### src/rtl/i2cr_pkg.sv
package i2cr_pkg;
   localparam int unsigned BYTE_W = 8;
   localparam int unsigned BITCNT_W = 4;
   localparam logic [BITCNT_W-1:0] CNT_ACK_DUE = 4'd8;
   localparam logic [BITCNT_W-1:0] CNT_ACK_BIT = 4'd9;

   typedef enum logic [2:0] {
      ST_IDLE,
      ST_ADDR,
      ST_SUB,
      ST_WR,
      ST_RD
   } xfer_st_t;

   typedef enum logic [1:0] {
      WB_NONE,
      WB_HIGH,
      WB_DONE
   } wr_progress_t;
endpackage

### src/rtl/i2cr_line_sampler.sv
module i2cr_line_sampler #(
   parameter int unsigned STAGES = 2
) (
   input  logic clk,
   input  logic rst_n,
   input  logic scl_i,
   input  logic sda_i,
   output logic scl_s,
   output logic sda_s,
   output logic scl_rise,
   output logic scl_fall,
   output logic start_det,
   output logic stop_det
);
   generate
      if (STAGES < 2) begin : g_bad_stages
         $error("i2cr_line_sampler: STAGES must be at least 2");
      end
   endgenerate

   logic [STAGES-1:0] scl_pipe;
   logic [STAGES-1:0] sda_pipe;
   logic scl_q;
   logic sda_q;

   always_ff @(posedge clk or negedge rst_n) begin
      if (!rst_n) begin
         scl_pipe <= '1;
         sda_pipe <= '1;
         scl_q    <= 1'b1;
         sda_q    <= 1'b1;
      end else begin
         scl_pipe <= {scl_pipe[STAGES-2:0], scl_i};
         sda_pipe <= {sda_pipe[STAGES-2:0], sda_i};
         scl_q    <= scl_pipe[STAGES-1];
         sda_q    <= sda_pipe[STAGES-1];
      end
   end

   assign scl_s     = scl_pipe[STAGES-1];
   assign sda_s     = sda_pipe[STAGES-1];
   assign scl_rise  = scl_s & ~scl_q;
   assign scl_fall  = ~scl_s & scl_q;
   assign start_det = scl_s & scl_q & sda_q & ~sda_s;
   assign stop_det  = scl_s & scl_q & ~sda_q & sda_s;
endmodule

### src/rtl/i2cr_addr_strap.sv
module i2cr_addr_strap #(
   parameter logic [6:0] ADDR_LO = 7'h43,
   parameter logic [6:0] ADDR_HI = 7'h47
) (
   input  logic       clk,
   input  logic       rst_n,
   input  logic       strap_i,
   output logic [6:0] dev_addr
);
   generate
      if (ADDR_LO == ADDR_HI) begin : g_same_addr
         $error("i2cr_addr_strap: the two strap addresses must differ");
      end
   endgenerate

   logic taken;
   logic sel_hi;

   always_ff @(posedge clk or negedge rst_n) begin
      if (!rst_n) begin
         taken  <= 1'b0;
         sel_hi <= 1'b0;
      end else if (!taken) begin
         taken  <= 1'b1;
         sel_hi <= strap_i;
      end
   end

   assign dev_addr = sel_hi ? ADDR_HI : ADDR_LO;

   // once taken, the address never moves until reset
   a_r2_addr_frozen: assert property (@(posedge clk) disable iff (!rst_n)
      $past(taken) |-> $stable(dev_addr));
endmodule

### src/rtl/i2c_strap_regtarget.sv
module i2c_strap_regtarget
   import i2cr_pkg::*;
#(
   parameter int unsigned SUB_W       = 8,
   parameter int unsigned DATA_W      = 16,
   parameter int unsigned SYNC_STAGES = 2,
   parameter logic [6:0]  ADDR_LO     = 7'h43,
   parameter logic [6:0]  ADDR_HI     = 7'h47
) (
   input  logic              clk,
   input  logic              rst_n,
   input  logic              strap_i,
   input  logic              scl_i,
   output logic              scl_oe,
   input  logic              sda_i,
   output logic              sda_oe,
   output logic [SUB_W-1:0]  rb_addr,
   output logic [DATA_W-1:0] rb_wdata,
   output logic              rb_we,
   input  logic [DATA_W-1:0] rb_rdata,
   input  logic              rb_wide,
   input  logic              rb_hold
);
   localparam int unsigned HALF = DATA_W / 2;

   generate
      if (DATA_W != 2 * BYTE_W) begin : g_bad_data_w
         $error("i2c_strap_regtarget: DATA_W must be two bytes");
      end
      if (SUB_W != BYTE_W) begin : g_bad_sub_w
         $error("i2c_strap_regtarget: SUB_W must be one byte");
      end
   endgenerate

   logic scl_s, sda_s, scl_rise, scl_fall, start_det, stop_det;
   logic [6:0] dev_addr;

   i2cr_line_sampler #(.STAGES(SYNC_STAGES)) u_sampler (
      .clk(clk), .rst_n(rst_n), .scl_i(scl_i), .sda_i(sda_i),
      .scl_s(scl_s), .sda_s(sda_s), .scl_rise(scl_rise), .scl_fall(scl_fall),
      .start_det(start_det), .stop_det(stop_det)
   );

   i2cr_addr_strap #(.ADDR_LO(ADDR_LO), .ADDR_HI(ADDR_HI)) u_strap (
      .clk(clk), .rst_n(rst_n), .strap_i(strap_i), .dev_addr(dev_addr)
   );

   xfer_st_t              st;
   wr_progress_t          wprog;
   logic [BITCNT_W-1:0]   bitcnt;
   logic [BYTE_W-1:0]     shreg;
   logic [BYTE_W-1:0]     tx;
   logic [BYTE_W-1:0]     hi_byte;
   logic [SUB_W-1:0]      subaddr;
   logic                  sub_valid;
   logic                  rd_dir;
   logic                  more_lo;
   logic                  mack;
   logic                  sda_drv;
   logic                  stretch;
   logic                  scl_hold_r;
   logic                  we_r;
   logic [DATA_W-1:0]     wdata_r;

   logic pend, hold_now, go, addr_hit;
   logic [BYTE_W-1:0] first_byte;

   assign pend       = scl_fall | stretch;
   assign hold_now   = rb_hold & (st != ST_IDLE);
   assign go         = pend & ~hold_now;
   assign addr_hit   = (shreg[BYTE_W-1:1] == dev_addr) && (!shreg[0] || sub_valid);
   assign first_byte = rb_wide ? rb_rdata[DATA_W-1:HALF] : rb_rdata[HALF-1:0];

   always_ff @(posedge clk or negedge rst_n) begin
      if (!rst_n) begin
         st         <= ST_IDLE;
         wprog      <= WB_NONE;
         bitcnt     <= '0;
         shreg      <= '0;
         tx         <= '0;
         hi_byte    <= '0;
         subaddr    <= '0;
         sub_valid  <= 1'b0;
         rd_dir     <= 1'b0;
         more_lo    <= 1'b0;
         mack       <= 1'b0;
         sda_drv    <= 1'b0;
         stretch    <= 1'b0;
         scl_hold_r <= 1'b0;
         we_r       <= 1'b0;
         wdata_r    <= '0;
      end else begin
         we_r       <= 1'b0;
         stretch    <= pend & hold_now;
         scl_hold_r <= (pend & hold_now) | (stretch & go);
         if (start_det) begin
            st      <= ST_ADDR;
            bitcnt  <= '0;
            sda_drv <= 1'b0;
            wprog   <= WB_NONE;
            hi_byte <= '0;
         end else if (stop_det) begin
            st        <= ST_IDLE;
            sub_valid <= 1'b0;
            sda_drv   <= 1'b0;
            wprog     <= WB_NONE;
            hi_byte   <= '0;
         end else if (scl_rise) begin
            if (st != ST_IDLE && bitcnt < CNT_ACK_DUE) begin
               shreg  <= {shreg[BYTE_W-2:0], sda_s};
               bitcnt <= bitcnt + 1'b1;
            end
            if (st == ST_RD && bitcnt == CNT_ACK_BIT) begin
               mack <= ~sda_s;
            end
         end else if (go) begin
            unique case (st)
               ST_ADDR: begin
                  if (bitcnt == CNT_ACK_DUE) begin
                     if (addr_hit) begin
                        sda_drv <= 1'b1;
                        rd_dir  <= shreg[0];
                        bitcnt  <= CNT_ACK_BIT;
                     end else begin
                        st <= ST_IDLE;
                     end
                  end else if (bitcnt == CNT_ACK_BIT) begin
                     bitcnt <= '0;
                     if (rd_dir) begin
                        st      <= ST_RD;
                        more_lo <= rb_wide;
                        sda_drv <= ~first_byte[BYTE_W-1];
                        tx      <= {first_byte[BYTE_W-2:0], 1'b0};
                     end else begin
                        st      <= ST_SUB;
                        sda_drv <= 1'b0;
                     end
                  end
               end
               ST_SUB: begin
                  if (bitcnt == CNT_ACK_DUE) begin
                     subaddr   <= shreg;
                     sub_valid <= 1'b1;
                     sda_drv   <= 1'b1;
                     bitcnt    <= CNT_ACK_BIT;
                  end else if (bitcnt == CNT_ACK_BIT) begin
                     sda_drv <= 1'b0;
                     bitcnt  <= '0;
                     st      <= ST_WR;
                     wprog   <= WB_NONE;
                  end
               end
               ST_WR: begin
                  if (bitcnt == CNT_ACK_DUE) begin
                     if (wprog == WB_DONE) begin
                        st <= ST_IDLE;
                     end else begin
                        sda_drv <= 1'b1;
                        bitcnt  <= CNT_ACK_BIT;
                        if (wprog == WB_NONE && rb_wide) begin
                           hi_byte <= shreg;
                           wprog   <= WB_HIGH;
                        end else begin
                           we_r    <= 1'b1;
                           wdata_r <= (wprog == WB_HIGH) ? {hi_byte, shreg}
                                                          : {{HALF{1'b0}}, shreg};
                           wprog   <= WB_DONE;
                        end
                     end
                  end else if (bitcnt == CNT_ACK_BIT) begin
                     sda_drv <= 1'b0;
                     bitcnt  <= '0;
                  end
               end
               ST_RD: begin
                  if (bitcnt == CNT_ACK_DUE) begin
                     sda_drv <= 1'b0;
                     bitcnt  <= CNT_ACK_BIT;
                  end else if (bitcnt == CNT_ACK_BIT) begin
                     if (mack && more_lo) begin
                        more_lo <= 1'b0;
                        bitcnt  <= '0;
                        sda_drv <= ~rb_rdata[HALF-1];
                        tx      <= {rb_rdata[HALF-2:0], 1'b0};
                     end else begin
                        sda_drv <= 1'b0;
                        st      <= ST_IDLE;
                     end
                  end else if (bitcnt != '0) begin
                     sda_drv <= ~tx[BYTE_W-1];
                     tx      <= {tx[BYTE_W-2:0], 1'b0};
                  end
               end
               default: ;
            endcase
         end
      end
   end

   assign sda_oe   = sda_drv;
   assign scl_oe   = scl_hold_r;
   assign rb_addr  = subaddr;
   assign rb_we    = we_r;
   assign rb_wdata = wdata_r;

   // SDA drive moves only in the SCL low phase
   a_r11_sda_low_phase: assert property (@(posedge clk) disable iff (!rst_n)
      !$stable(sda_oe) |-> !scl_s);

   // a STOP always leaves SDA released
   a_r7_release_on_stop: assert property (@(posedge clk) disable iff (!rst_n)
      stop_det |=> !sda_oe);

   // write strobe lasts one cycle
   a_r13_we_pulse: assert property (@(posedge clk) disable iff (!rst_n)
      rb_we |=> !rb_we);

   // a stretch only begins under a hold request
   a_r10_hold_only: assert property (@(posedge clk) disable iff (!rst_n)
      $rose(scl_oe) |-> $past(rb_hold));

   // a strobe for a wide register is never issued in the high-byte step
   a_r5_wide_single: assert property (@(posedge clk) disable iff (!rst_n)
      (rb_we && rb_wide) |-> $past(wprog) == WB_HIGH);
endmodule

### config.mk
export PLATFORM = sky130hd
export DESIGN_NAME = i2c_strap_regtarget
export DESIGN_NICKNAME = d
export VERILOG_FILES = /design/src/rtl/i2cr_pkg.sv /design/src/rtl/i2cr_line_sampler.sv /design/src/rtl/i2cr_addr_strap.sv /design/src/rtl/i2c_strap_regtarget.sv
export SDC_FILE = /design/constraint.sdc
export NUM_CORES = 1
export LEC_CHECK = 0
export BUFFER_PORTS_ARGS = -buffer_cell sky130_fd_sc_hd__buf_4
export CORE_MARGIN = 5
export CORE_UTILIZATION = 59
export CTS_BUF_LIST = sky130_fd_sc_hd__clkbuf_4 sky130_fd_sc_hd__clkbuf_8
export DETAILED_ROUTE_END_ITERATION = 12
export GPL_TIMING_DRIVEN = 1
export PLACE_DENSITY = 0.85
export SYNTH_ARGS = -nofsm -noshare
export SYNTH_HDL_FRONTEND = slang
export SYNTH_SLANG_ARGS = --single-unit
### constraint.sdc
create_clock -name clk -period 3.36 [get_ports clk]
set_clock_uncertainty 0.2 [all_clocks]
set_input_delay 0.336 -clock clk [delete_from_list [all_inputs] [get_ports clk]]
set_output_delay 0.336 -clock clk [all_outputs]
set_load 0.02 [all_outputs]
After elaboration in Yosys (flattened, before gate mapping)

Cells that the tools add are included.

Register bits: 73
Input bits: 23
Output and inout port bits: 27
Word-level logic and storage cells: 221

Add/sub/neg operators: 1
$lt $le $gt $ge: 1
Equal/unequal tests: 39
Multiplexer cells: 97
Bitwise logic cells: 26
Reductions and logical operators: 35

Operators with widths:

| operator                                      | number |
|---|---|
| 2-to-1 mux 8 bit                              | 16 |
| 2-to-1 mux 4 bit                              | 14 |
| 2-to-1 mux 3 bit                              | 16 |
| 2-to-1 mux 1 bit                              | 35 |
| != test 5 bit, second input constant          | 6 |
| != test 4 bit, second input constant          | 7 |
| AND reduction 11 bit                          | 2 |
| AND reduction 7 bit                           | 3 |
| 2-to-1 mux 2 bit                              | 9 |
| nonzero test 3 bit                            | 6 |
| 2-to-1 mux 16 bit                             | 1 |
| case mux 4 bit (4 select lines)               | 1 |
| case mux 8 bit (2 select lines)               | 1 |
| AND reduction 8 bit                           | 2 |
| NOT 1 bit                                     | 13 |
| case mux 3 bit (4 select lines)               | 1 |
| AND reduction 12 bit                          | 1 |
| AND reduction 6 bit                           | 2 |
| nonzero test 6 bit                            | 2 |
| bitwise AND 1 bit                             | 11 |
| != test 2 bit, second input constant          | 5 |
| != test 5 x 3 -> 1 bit, second input constant | 2 |
| != test 3 x 1 -> 1 bit, second input constant | 3 |
| == test 4 bit, second input constant          | 2 |
| other kinds (25)                              | 38 |

Depth between registers and ports, before layout

Gate-level depths: netlist (run 1).

Word-level depth: 10
Mapped depth: 10
Mapped depth without buffers: 8

Cells and area by module

A second synthesis (run 1) with hierarchy kept.

Cell total of the unflattened synthesis: 353
Area, all modules: 3696.0 um2

Modules (own cells, without submodules):

| module              | times used | cells each | area each (um2) | sequential area each (um2) |
|---|---|---|---|---|
| i2c_strap_regtarget | 1          | 331        | 3380.7          | 1601.5 |
| i2cr_line_sampler   | 1          | 10         | 190.2           | 157.7 |
| i2cr_addr_strap     | 1          | 12         | 125.1           | 50.0 |

Worst setup path before layout (run 1)

OpenSTA, ideal clock, no wires.

Kind: register -> register
Start point: register bitcnt[0]
End point: register tx[1]
Library setup time: 128 ps
Data arrival time: 2133 ps
Data required time: 3032 ps
Setup slack: 899 ps
Cell stages (with the launch flop): 9
Path buffers: 2
Period minus slack after synthesis: 2461 ps
Cell sequence: dfrtp_1 > inv_1 > ha_1 > buf_2 > and3b_1 > buf_2 > or4_4 > nor2_8 > mux2_1

Longest elaborated chain between the ends: 4
Elaborated cells between the ends (all ways): 12
Classes of those cells: eq/ne (7); mux (3); reduce/logical (2)

RTL lines:

| element                         | RTL line                                               | source |
|---|---|---|
| start: declaration              | i2c_strap_regtarget.sv:50                              | `logic [BITCNT_W-1:0] bitcnt;` |
| start signal: assignment        | i2c_strap_regtarget.sv:111                             | `bitcnt <= bitcnt + 1'b1;` |
| == test 4 bit                   | i2c_strap_regtarget.sv:127, i2c_strap_regtarget.sv:179 |  |
| 2-to-1 mux 8 bit                | i2c_strap_regtarget.sv:179                             | `end else if (bitcnt == CNT_ACK_BIT) begin` |
| 2-to-1 mux 8 bit                | i2c_strap_regtarget.sv:176                             | `if (bitcnt == CNT_ACK_DUE) begin` |
| case mux 8 bit (2 select lines) | i2c_strap_regtarget.sv:117                             | `unique case (st)` |
| end signal: assignment          | i2c_strap_regtarget.sv:133                             | `tx <= {first_byte[BYTE_W-2:0], 1'b0};` |
| end signal: assignment          | i2c_strap_regtarget.sv:184                             | `tx <= {rb_rdata[HALF-2:0], 1'b0};` |
| end signal: assignment          | i2c_strap_regtarget.sv:191                             | `tx <= {tx[BYTE_W-2:0], 1'b0};` |
| end: declaration                | i2c_strap_regtarget.sv:52                              | `logic [BYTE_W-1:0] tx;` |

Several ways; a longest one is shown, not always the timed one. The select of a mux whose other input is x is not followed.
A chain may end at the register's enable or synchronous reset.

Worst setup path after layout (run 1)

Start point: register bitcnt[0]
End point: register st[2]

Longest elaborated chain between the ends: 7
Elaborated cells between the ends (all ways): 16
Classes of those cells: eq/ne (9); mux (6); reduce/logical (1)

RTL lines:

| element                         | RTL line                   | source |
|---|---|---|
| == test 4 bit                   | -                          |  |
| 2-to-1 mux 3 bit                | i2c_strap_regtarget.sv:119 | `if (bitcnt == CNT_ACK_DUE) begin` |
| case mux 3 bit (4 select lines) | i2c_strap_regtarget.sv:117 |  |
| 2-to-1 mux 3 bit                | i2c_strap_regtarget.sv:116 | `end else if (go) begin` |
| 2-to-1 mux 3 bit                | i2c_strap_regtarget.sv:108 | `end else if (scl_rise) begin` |
| 2-to-1 mux 3 bit                | i2c_strap_regtarget.sv:102 | `end else if (stop_det) begin` |
| 2-to-1 mux 3 bit                | i2c_strap_regtarget.sv:96  | `if (start_det) begin` |
| end signal: assignment          | i2c_strap_regtarget.sv:97  | `st <= ST_ADDR;` |
| end signal: assignment          | i2c_strap_regtarget.sv:103 | `st <= ST_IDLE;` |
| end signal: assignment          | i2c_strap_regtarget.sv:125 | `st <= ST_IDLE;` |
| end: declaration                | i2c_strap_regtarget.sv:48  | `xfer_st_t st;` |

Several ways; a longest one is shown, not always the timed one. The select of a mux whose other input is x is not followed.

==> results of run 1 <==
==> report_power, final <==
group | leakage [nW] | switching [mW] | internal (mW)
clock | 0.110 | 0.319 | 0.435
sequential | 0.949 | 0.218 | 1.05
combinational | 0.896 | 0.384 | 0.302
==> state kept, by name, indices dropped and copies added, names as in the netlist, 2 cells and up <==
name and cells:
rb_addr 8, hi_byte 8, shreg 8, u_sampler.sda_pipe 2, rb_wdata 16, tx 7, bitcnt 4, st 3
wprog 2, u_sampler.scl_pipe 2
==> final cells by class <==
class	count	area (um^2)	share of cell area
flip-flops and latches	72	1810	0.434
multi-input cells	239	1600	0.385
repair buffers	53	405	0.0974
clock buffers	11	139	0.0334
well taps	75	93.8	0.0225
clock inverters	5	81.3	0.0195
inverters	9	33.8	0.00811
==> critical path: cells and delay by family (launching register included) <==
| kind | cells | cell delay [ps] |
|---|---|---|
| AO/OA/AOI/OAI | 3 | 520 |
| adder cells (fa/ha/maj) | 1 | 340 |
| flip-flops | 1 | 430 |
| buffers and inverters | 1 | 100 |
| AND/OR/NAND/NOR | 3 | 970 |
==> routing by layer <==
layer  global-route usage  share of wire  vias up
met4               0.0962          0.025        0
met2                0.334           0.47      108
li1                     -              -     1298
met5                    0              0        -
met1                0.292           0.44     1299
met3               0.0464          0.065       19
==> worst paths after layout <==
path	to	cells after the start
worst min register to register	u_sampler.sda_pipe[1]$_DFF_PN1_	0
worst min-delay path	u_strap.sel_hi$_DFFE_PN0N_	2
max in group asynchronous	wprog[0]$_DFFE_PN0P_	2
worst max-delay path	st[2]$_DFFE_PN0P_	8
worst max register to register	st[2]$_DFFE_PN0P_	8
min in group asynchronous	rb_addr[4]$_DFFE_PN0P_	2
==> stage by stage <==
| step | std cells | util | power (mW) |
|---|---|---|---|
| after global placement | 445 | 0.665 | 1.92 |
| after floorplan | 338 | - | 1.75 |
| after global routing | 464 | 0.707 | 2.87 |
| after detailed placement | 445 | 0.665 | 1.95 |
| final | 464 | 0.707 | 2.71 |
| after CTS | 464 | 0.707 | 2.71 |
==> Yosys cell counts, types with 2 or more instances <==
library cell	n	area share
nor3_1	8	0.011
nand3_1	4	0.0056
o41ai_1	2	0.0049
dfrtp_1	66	0.47
buf_2	14	0.020
inv_1	9	0.0095
o31ai_1	5	0.011
xnor2_1	2	0.0049
or4_1	2	0.0042
a21oi_1	8	0.011
mux2i_1	11	0.031
nor3b_1	3	0.0064
nand2_1	49	0.052
nand2b_1	6	0.011
nor2_1	16	0.017
mux2_2	23	0.073
mux2_1	8	0.025
nand4_1	6	0.011
o21ai_1	2	0.0028
o2111ai_1	2	0.0049
buf_6	2	0.0064
a31oi_1	3	0.0053
clkbuf_1	2	0.0021
or3_1	2	0.0035
nand3b_1	3	0.0064
dfstp_2	6	0.044
a311oi_1	2	0.0049
o21ai_0	35	0.049
ha_1	3	0.011
nor2b_1	5	0.0088
and3b_1	3	0.0074
o22ai_1	3	0.0053
==> kinds of logic after synthesis <==
kind of cell,after synthesis,synth area share
AND/OR/NAND/NOR,118,0.177
AO/OA/AOI/OAI,72,0.126
flip-flops,72,0.510
multiplexers,42,0.130
buffers and inverters,27,0.0378
adder cells (fa/ha/maj),3,0.0106
XOR/XNOR,3,0.00741
other,1,0.00106
==> what timing repair did <==
item	CTS	global route
hold buffers	3	0
hold endpoints to repair	68	0
setup endpoints to repair	0	0
buffers inserted	0	0
==> impl_metrics.tcl, run 1 <==
set metrics [dict create \
    fp.dieH_um 87.5 \
    routed_via_density 5.87 \
    ys_async_sr_fraction 1.00 \
    cts_tree "yes" \
    slew_viol_final 0 \
    drive_above_1_share 0.265 \
    grt_overflow_total 0 \
    dp_hpwl_mm 5.38 \
    wirelength_mm 7.53 \
    rsz0062_at_grt "no" \
    htreeDepth 3 \
    cp_slowest_cell "dfrtp_1" \
    grt_pass1_vias 2730 \
    layout_common_cells "dfrtp_1 (66), buf_4 (50), nand2_1 (49)" \
    status "finished, final reports clean" \
    min_path_type "input port to register" \
    finalSetupTns_ps 0 \
    ant_nets 0 \
    fin_crit_sh 0.793 \
    grtUsageTotal 0.215 \
    setup_violations 0 \
    port_buffers 49 \
    synth_seq_cells 72 \
    power.density_nw_per_um2 650 \
    grt_max_degree 73 \
    hold_ws_ps 22.2 \
    crit_arrival_ps 2680 \
    dpl_cell_area_um2 3910 \
    worst_pin_slew_ps 861 \
    synth-edff-count 0 \
    grt_pass1_wl_mm 12.8 \
    cts.sinks 72 \
    yosysSeqAreaShare 0.510 \
    critPathMaxFanout 8 \
    worst_setup_path_end_kind "register" \
    start_kind "register" \
    fillers 448 \
    rows 28 \
    layout.nets 410 \
    hold_start "strap_i" \
    die_w_um 87.5 \
    clockBufferDepth 2 \
    yosys.cell_types.count 55 \
    fp.coreArea_um2 5890 \
    pre_cts_ws_ps 770 \
    cts.clk_slew.worst_paths_ps 80 \
    drt_iter0_drc 233 \
    dr.pass1.iters 4 \
    r2r-start "bitcnt[0]$_DFFE_PN0P_" \
    numCtsBuffers 9 \
    dieArea_um2 7660 \
    cap_violations 0 \
    wire_per_inst_um 16.2 \
    cellLeakagePower_nw 1.95 \
    antennaDiodeCount 0 \
    max_stage_delay_ps 430 \
    root_buffer "clkbuf_8" \
    cts_resized 0 \
    syn_inst 338 \
    fin_ws_ps 697 \
    criticalPathCategory "register to register" \
    relSlewSlack 0.419 \
    fmax_ghz 0.376 \
    synth.avg_cell_area_um2 10.5 \
    gp_congestion 0.938 \
    final_common_cell "dfrtp_1" \
    antenna_found_initial 0 \
    via_count 2724 \
    worstPathCellList "inv_1 -> ha_1 -> and3b_1 -> and4_1 -> o31ai_1 -> nor3_1 -> a21oi_1 -> a211oi_1" \
    hold_violations 0 \
    ys_warn_count 0 \
    syn_area_um2 3540 \
    ios 50 \
    post-route-min-period_ps 2660 \
    clock_latency_ps 340 \
    start_util 0.602 \
    synthFlopType "dfrtp_1" \
    rrSetupSlack_ps 700 \
    crit_start "bitcnt[0]$_DFFE_PN0P_" \
    fin_area_um2 4160 \
    area_growth_pct 17.5 \
    cp.required_ps 3380 \
    vdd_drop_max_mv 0.341 \
    synth_nets 364 \
    drc 0 \
]
Power figures use the tool's default switching activity.
==> run 2: changes to the inputs <==
--- a/config.mk
+++ b/config.mk
@@ -5,6 +5,7 @@
 export SDC_FILE = /design/constraint.sdc
 export NUM_CORES = 1
 export LEC_CHECK = 0
+export ABC_AREA = 1
 export BUFFER_PORTS_ARGS = -buffer_cell sky130_fd_sc_hd__buf_4
 export CORE_MARGIN = 5
 export CORE_UTILIZATION = 59
==> constraint.sdc (replaced) <==
create_clock -name clk -period 2.5 [get_ports clk]
set_clock_uncertainty 0.2 [all_clocks]
set_input_delay 0.25 -clock clk [delete_from_list [all_inputs] [get_ports clk]]
set_output_delay 0.25 -clock clk [all_outputs]
set_load 0.02 [all_outputs]
==> run 2 against run 1 <==
- synthesized area is 0.71% higher
- worst setup slack worse by 440 ps
- utilization is 1.6 points higher
- flip-flop and latch count stayed put
- critical path depth is 4 higher
- die area is 0.63% higher
- register-to-register slack worse by 440 ps
- sequential share of layout area is 0.93 points lower
- largest cell class unchanged
- largest power group unchanged
==> impl_metrics.tcl, run 2 <==
set metrics [dict create \
    synth.avg_cell_area_um2 7.76 \
    min_delay_worst_endpoint "tx[1]$_DFFE_PN0P_" \
    rrSetupSlack_ps 260 \
    post-route-min-period_ps 2240 \
    clockBufferDepth 2 \
    cp.required_ps 2540 \
    fmax_ghz 0.446 \
    fp.dieH_um 87.8 \
    start_util 0.607 \
    ios 50 \
    yosys.cell_types.count 29 \
    wirelength_mm 8.28 \
    grtUsageTotal 0.241 \
    fin_cells 596 \
    synth_common_cells "nand2_1 (162), dfrtp_1 (66), inv_1 (40)" \
    port_buffers 49 \
    cts_tree "yes" \
    syn_inst 460 \
    ys_async_sr_fraction 1.00 \
    holdPathStages 3 \
    finalSetupTns_ps 0 \
    via_count 3246 \
    synth.most_common_cell "nand2_1" \
    start_kind "register" \
    crit_arrival_ps 2280 \
    antennaDiodeCount 0 \
    dp_hpwl_mm 6.17 \
    yosysSeqAreaShare 0.507 \
    drt_iter0_drc 207 \
    ant_nets 0 \
    root_buffer "clkbuf_8" \
    setup_violations 0 \
    gp_congestion 0.950 \
    r2r-start "bitcnt[1]$_DFFE_PN0P_" \
    final_common_cell "nand2_1" \
    cellLeakagePower_nw 2.14 \
    yosys.area.top_type_share 0.463 \
    htreeDepth 3 \
    wl_met1_mm 3.43 \
    synth_nets 486 \
    drive_above_1_share 0.188 \
    largest_register_ffs 16 \
    rows 28 \
    grt_pass1_wl_mm 14.3 \
    ys_warn_count 0 \
    cts_resized 0 \
    synth_area_leader_cell "dfrtp_1" \
    fin_crit_sh 0.897 \
    layout_common_cells "nand2_1 (162), dfrtp_1 (66), buf_4 (51)" \
    cts.clk_slew.worst_paths_ps 80 \
    syn_area_um2 3570 \
    dp.cells 576 \
    routed_via_density 5.45 \
    synth_seq_cells 72 \
    power.density_nw_per_um2 816 \
    grt_overflow_total 0 \
    critPathMaxFanout 9 \
    cts.sinks 72 \
    ff2ff_path_depth 12 \
    dr.pass1.iters 5 \
    route.met3.wl_um 530 \
    r2r-end "st[0]$_DFFE_PN0P_" \
    grt_pass1_vias 3154 \
    wire_per_inst_um 13.9 \
    antenna_found_initial 0 \
    hold_violations 0 \
    area_growth_pct 19.2 \
    layout.nets 542 \
    synthTopCellsByArea "dfrtp_1 (46%), nand2_1 (17%), o21ai_1 (5.2%), dfstp_2 (4.4%), inv_1 (4.2%)" \
    top_layer_used "met4" \
    rsz0062_at_grt "no" \
    cap_violations 0 \
    hold_start "rb_rdata[0]" \
    fp.coreArea_um2 5890 \
    synth-edff-count 0 \
    clock_latency_ps 350 \
    status "finished, final reports clean" \
    synthFlopType "dfrtp_1" \
    vdd_drop_max_mv 0.565 \
    grt_max_degree 73 \
    numCtsBuffers 9 \
    drc 0 \
    dieArea_um2 7710 \
    min_path_type "input port to register" \
    routed-wl-met2_mm 4.11 \
    worst_pin_slew_ps 863 \
    slew_viol_final 0 \
    criticalPathCategory "register to register" \
    worst_setup_path_end_kind "register" \
    relSlewSlack 0.424 \
    die_w_um 87.8 \
]
-- run 2: cell count changes after synthesis, sizes merged, moves of 8 or more --
cell,delta
nand2,+117
mux2,-30
nor3,-8
nand3,+27
nor2,+21
mux2i,-11
inv,+38
o21ai,+20
-- run 2: where the power goes --
| part | total, mW | switching, mW | internal (mW) | leakage (nW) |
|---|---|---|---|---|
| combinational | 0.989 | 0.645 | 0.344 | 1.08 |
| clock | 0.939 | 0.427 | 0.512 | 0.0996 |
| sequential | 1.54 | 0.181 | 1.36 | 0.954 |
| total | 3.47 | 1.25 | 2.22 | 2.14 |
-- run 2: logic make-up (layout without fill, tap and decap cells) --
| logic type | count (synthesis) | after routing | share of synthesized area |
|---|---|---|---|
| flip-flops | 72 | 72 | 0.507 |
| AND/OR/NAND/NOR | 246 | 246 | 0.294 |
| AO/OA/AOI/OAI | 77 | 77 | 0.114 |
| adder cells (fa/ha/maj) | 3 | 3 | 0.0105 |
| XOR/XNOR | 2 | 2 | 0.00491 |
| other | 1 | 1 | 0.00105 |
| buffers and inverters | 58 | 119 | 0.0655 |
| multiplexers | 1 | 1 | 0.00315 |
-- run 2: timing repair --
action / in CTS / in global routing
hold buffers: 4 / 0
hold endpoints to repair: 69 / 0
buffers inserted: 0 / 0
-- run 2: layout make-up --
type / count / area [um^2]
flip-flops and latches: 72 / 1810
fillers: 494 / 1630
multi-input cells: 330 / 1530
repair buffers: 56 / 443
inverters: 47 / 176
clock buffers: 12 / 153
well taps: 75 / 93.8
clock inverters: 4 / 53.8
-- run 2: worst max-delay path by stage --
stage | from | to | cells after the start
4_1_cts | bitcnt[1]$_DFFE_PN0P_ | st[0]$_DFFE_PN0P_ | 12
6_report | bitcnt[1]$_DFFE_PN0P_ | st[0]$_DFFE_PN0P_ | 12
5_1_grt | bitcnt[1]$_DFFE_PN0P_ | st[0]$_DFFE_PN0P_ | 12
3_3_place_gp | u_sampler.sda_pipe[1]$_DFF_PN1_ | st[0]$_DFFE_PN0P_ | 10
3_5_place_dp | bitcnt[0]$_DFFE_PN0P_ | rb_wdata[15]$_DFFE_PN0P_ | 8
2_1_floorplan | bitcnt[0]$_DFFE_PN0P_ | st[2]$_DFFE_PN0P_ | 12
-- run 2: layer usage --
| layer | vias to the layer above | track usage |
|---|---|---|
| met1 | 1529 | 0.299 |
| met3 | 22 | 0.0546 |
| met5 | - | 0 |
| li1 | 1583 | - |
| met2 | 112 | 0.405 |
| met4 | 0 | 0.102 |
-- run 2: metrics by stage --
step	total power, mW	hold WS, ps	setup WS (ps)	util	area, um^2
global placement	2.51	146	385	0.681	4010
floorplan	2.24	-246	650	-	3570
detailed placement	2.54	148	312	0.681	4010
global route	3.71	36.3	86.1	0.723	4260
finish	3.47	16.5	258	0.723	4260
CTS	3.49	15.4	257	0.723	4260
-- run 2: critical path: stages, from the launching register on --
cell	delay, ps
dfrtp_1	420
inv_1	100
ha_1	210
nand3_2	210
buf_4	220
nand2_1	60
nand2_1	50
nand2_1	80
nand2_1	70
nor2_2	190
nand3_1	160
nand2_1	100
nand2_1	50
==> run 3: changes to the inputs <==
==> constraint.sdc (replaced) <==
create_clock -name clk -period 2.2 [get_ports clk]
set_clock_uncertainty 0.2 [all_clocks]
set_input_delay 0.22 -clock clk [delete_from_list [all_inputs] [get_ports clk]]
set_output_delay 0.22 -clock clk [all_outputs]
set_load 0.02 [all_outputs]
==> run 3 against run 2 <==
- register-to-register slack got worse by 160 ps
- die area is the same
- clock power grew 25%
- hold slack got worse by 9.4 ps
- clock-buffer cell count fell by 2
- worst setup slack worse by 160 ps
- flip-flop and latch count did not move
- cell count up 1.3%
- global-route usage is 0.14 points higher
- largest cell class unchanged
==> impl_metrics.tcl, run 3 (same netlist as run 2, synthesis figures left out) <==
set metrics [dict create \
    criticalPathCategory "register to register" \
    p_seq_frac 0.423 \
    switching_share 0.362 \
    p_comb_frac 0.293 \
    holdPathStages 5 \
    layout.nets 550 \
    largest_register_ffs 16 \
    cp_slowest_cell "dfrtp_1" \
    final_common_cell "nand2_1" \
    grt_max_degree 40 \
    max_stage_delay_ps 450 \
    ios 50 \
    dpl_cell_area_um2 4040 \
    fin_ws_ps 97.5 \
    clockBufferDepth 2 \
    clock_latency_ps 350 \
    fillers 464 \
    fin_area_um2 4390 \
    cts.sinks 72 \
    internal_power_mw 2.64 \
    hold_violations 0 \
    pre_cts_ws_ps 47.5 \
    power_frac_clock 0.284 \
    htreeDepth 3 \
    area_growth_pct 23.1 \
    via_count 3321 \
    dieArea_um2 7710 \
    status "finished, final reports clean" \
    gp_congestion 0.906 \
    dp.cells 578 \
    cts.clk_slew.worst_paths_ps 80 \
    cap_violations 0 \
    slew_viol_final 0 \
    power.density_nw_per_um2 940 \
    min_path_type "input port to register" \
    worst_setup_path_end_kind "register" \
    cp.required_ps 2290 \
    cellLeakagePower_nw 2.19 \
    routed_via_density 5.50 \
    ant_nets 0 \
    critPathMaxFanout 9 \
    power_switching_mw 1.50 \
    rows 28 \
    start_kind "register" \
    grt_pass1_vias 3173 \
    fin_cells 604 \
    dr.pass1.iters 5 \
    critPathTopFamily "simple AND/OR/NAND/NOR gates" \
    antenna_found_initial 0 \
    drt_iter0_drc 224 \
    relSlewSlack 0.669 \
    fp.dieH_um 87.8 \
    fmax_ghz 0.476 \
    numCtsBuffers 9 \
    crit_buf_inv 2 \
    ff2ff_path_depth 11 \
    worstPathCellList "nor2_2 -> nand2_1 -> nand2_1 -> nand2_2 -> inv_2 -> nand2_2 -> nor2_1 -> nand2_2 -> inv_2 -> nand2_1 -> nand2_1" \
    crit_arrival_ps 2190 \
    layout_common_cells "nand2_1 (159), dfrtp_1 (65), buf_4 (52)" \
    worst_pin_slew_ps 495 \
    vdd_drop_max_mv 0.557 \
    dp_hpwl_mm 5.97 \
    fin_util 0.747 \
    cts_tree "yes" \
    cp_num_cells 11 \
    crit_top_cell "nand2_1" \
    grt_overflow_total 0 \
    fp.coreArea_um2 5890 \
    wirelength_mm 8.51 \
    fin_crit_sh 0.956 \
    post-route-min-period_ps 2100 \
    hold_ws_ps 7.19 \
    grtUsageTotal 0.242 \
    die_w_um 87.8 \
    port_buffers 49 \
    wire_per_inst_um 14.1 \
    drc 0 \
    antennaDiodeCount 0 \
    setup_violations 0 \
    grt_pass1_wl_mm 14.6 \
    drive_above_1_share 0.206 \
    root_buffer "clkbuf_8" \
    start_util 0.607 \
]
[run 3: power groups by stage]
stage	sequential (mW)	clock, mW	combinational [mW]
2_1_floorplan	1.72	0	0.822
3_3_place_gp	1.75	0	1.09
3_5_place_dp	1.76	0	1.13
4_1_cts	1.74	1.19	1.15
5_1_grt	1.78	1.25	1.38
6_report	1.75	1.17	1.21
[run 3: what timing repair did]
item                                    4_1_cts  5_1_grt
gates resized for setup                       0       12
setup buffers                                 0        1
endpoints found under the setup margin        0       13
hold buffers                                  9        0
hold endpoints to repair                     81        0
[run 3: layout make-up]
type	instances	area [um^2]	share of cell area
clock inverter	6	92.6	0.0211
clock buffer	10	131	0.0299
tap	75	93.8	0.0214
inverter	47	176	0.0401
multi-input combinational	330	1560	0.354
timing repair buffer	64	532	0.121
sequential	72	1810	0.412
[run 3: path summary, 6_finish.rpt]
path | from | to | slack [ps]
worst max-delay path | st[1]$_DFFE_PN0P_ | tx[5]$_DFFE_PN0P_ | 100
worst min register to register | u_sampler.sda_pipe[0]$_DFF_PN1_ | u_sampler.sda_pipe[1]$_DFF_PN1_ | 160
max in group asynchronous | rst_n | tx[5]$_DFFE_PN0P_ | 1090
worst min-delay path | rb_rdata[13] | tx[6]$_DFFE_PN0P_ | 7
worst max register to register | st[1]$_DFFE_PN0P_ | tx[5]$_DFFE_PN0P_ | 100
min in group asynchronous | rst_n | rb_addr[7]$_DFFE_PN0P_ | 150
[run 3: layer usage]
layer / global-route usage / vias up / routed length (um)
met2: 0.403 / 144 / 4260
met4: 0.0809 / 0 / 157
met1: 0.320 / 1551 / 3470
met3: 0.0470 / 21 / 620
li1: - / 1605 / -
met5: 0 / - / 0
[run 3: metrics by stage]
step,setup TNS (ps),power [mW]
global placement,0,2.84
floorplan,0,2.55
global route,-1.38,4.40
CTS,0,4.08
detailed placement,0,2.89
finish,0,4.13
[run 3: worst reg2reg max path: cells and delay by family, from the launching register on]
family | cells | cell delay, ps
DFF | 1 | 450
buffers and inverters | 2 | 210
and+or+nand+nor | 9 | 1170
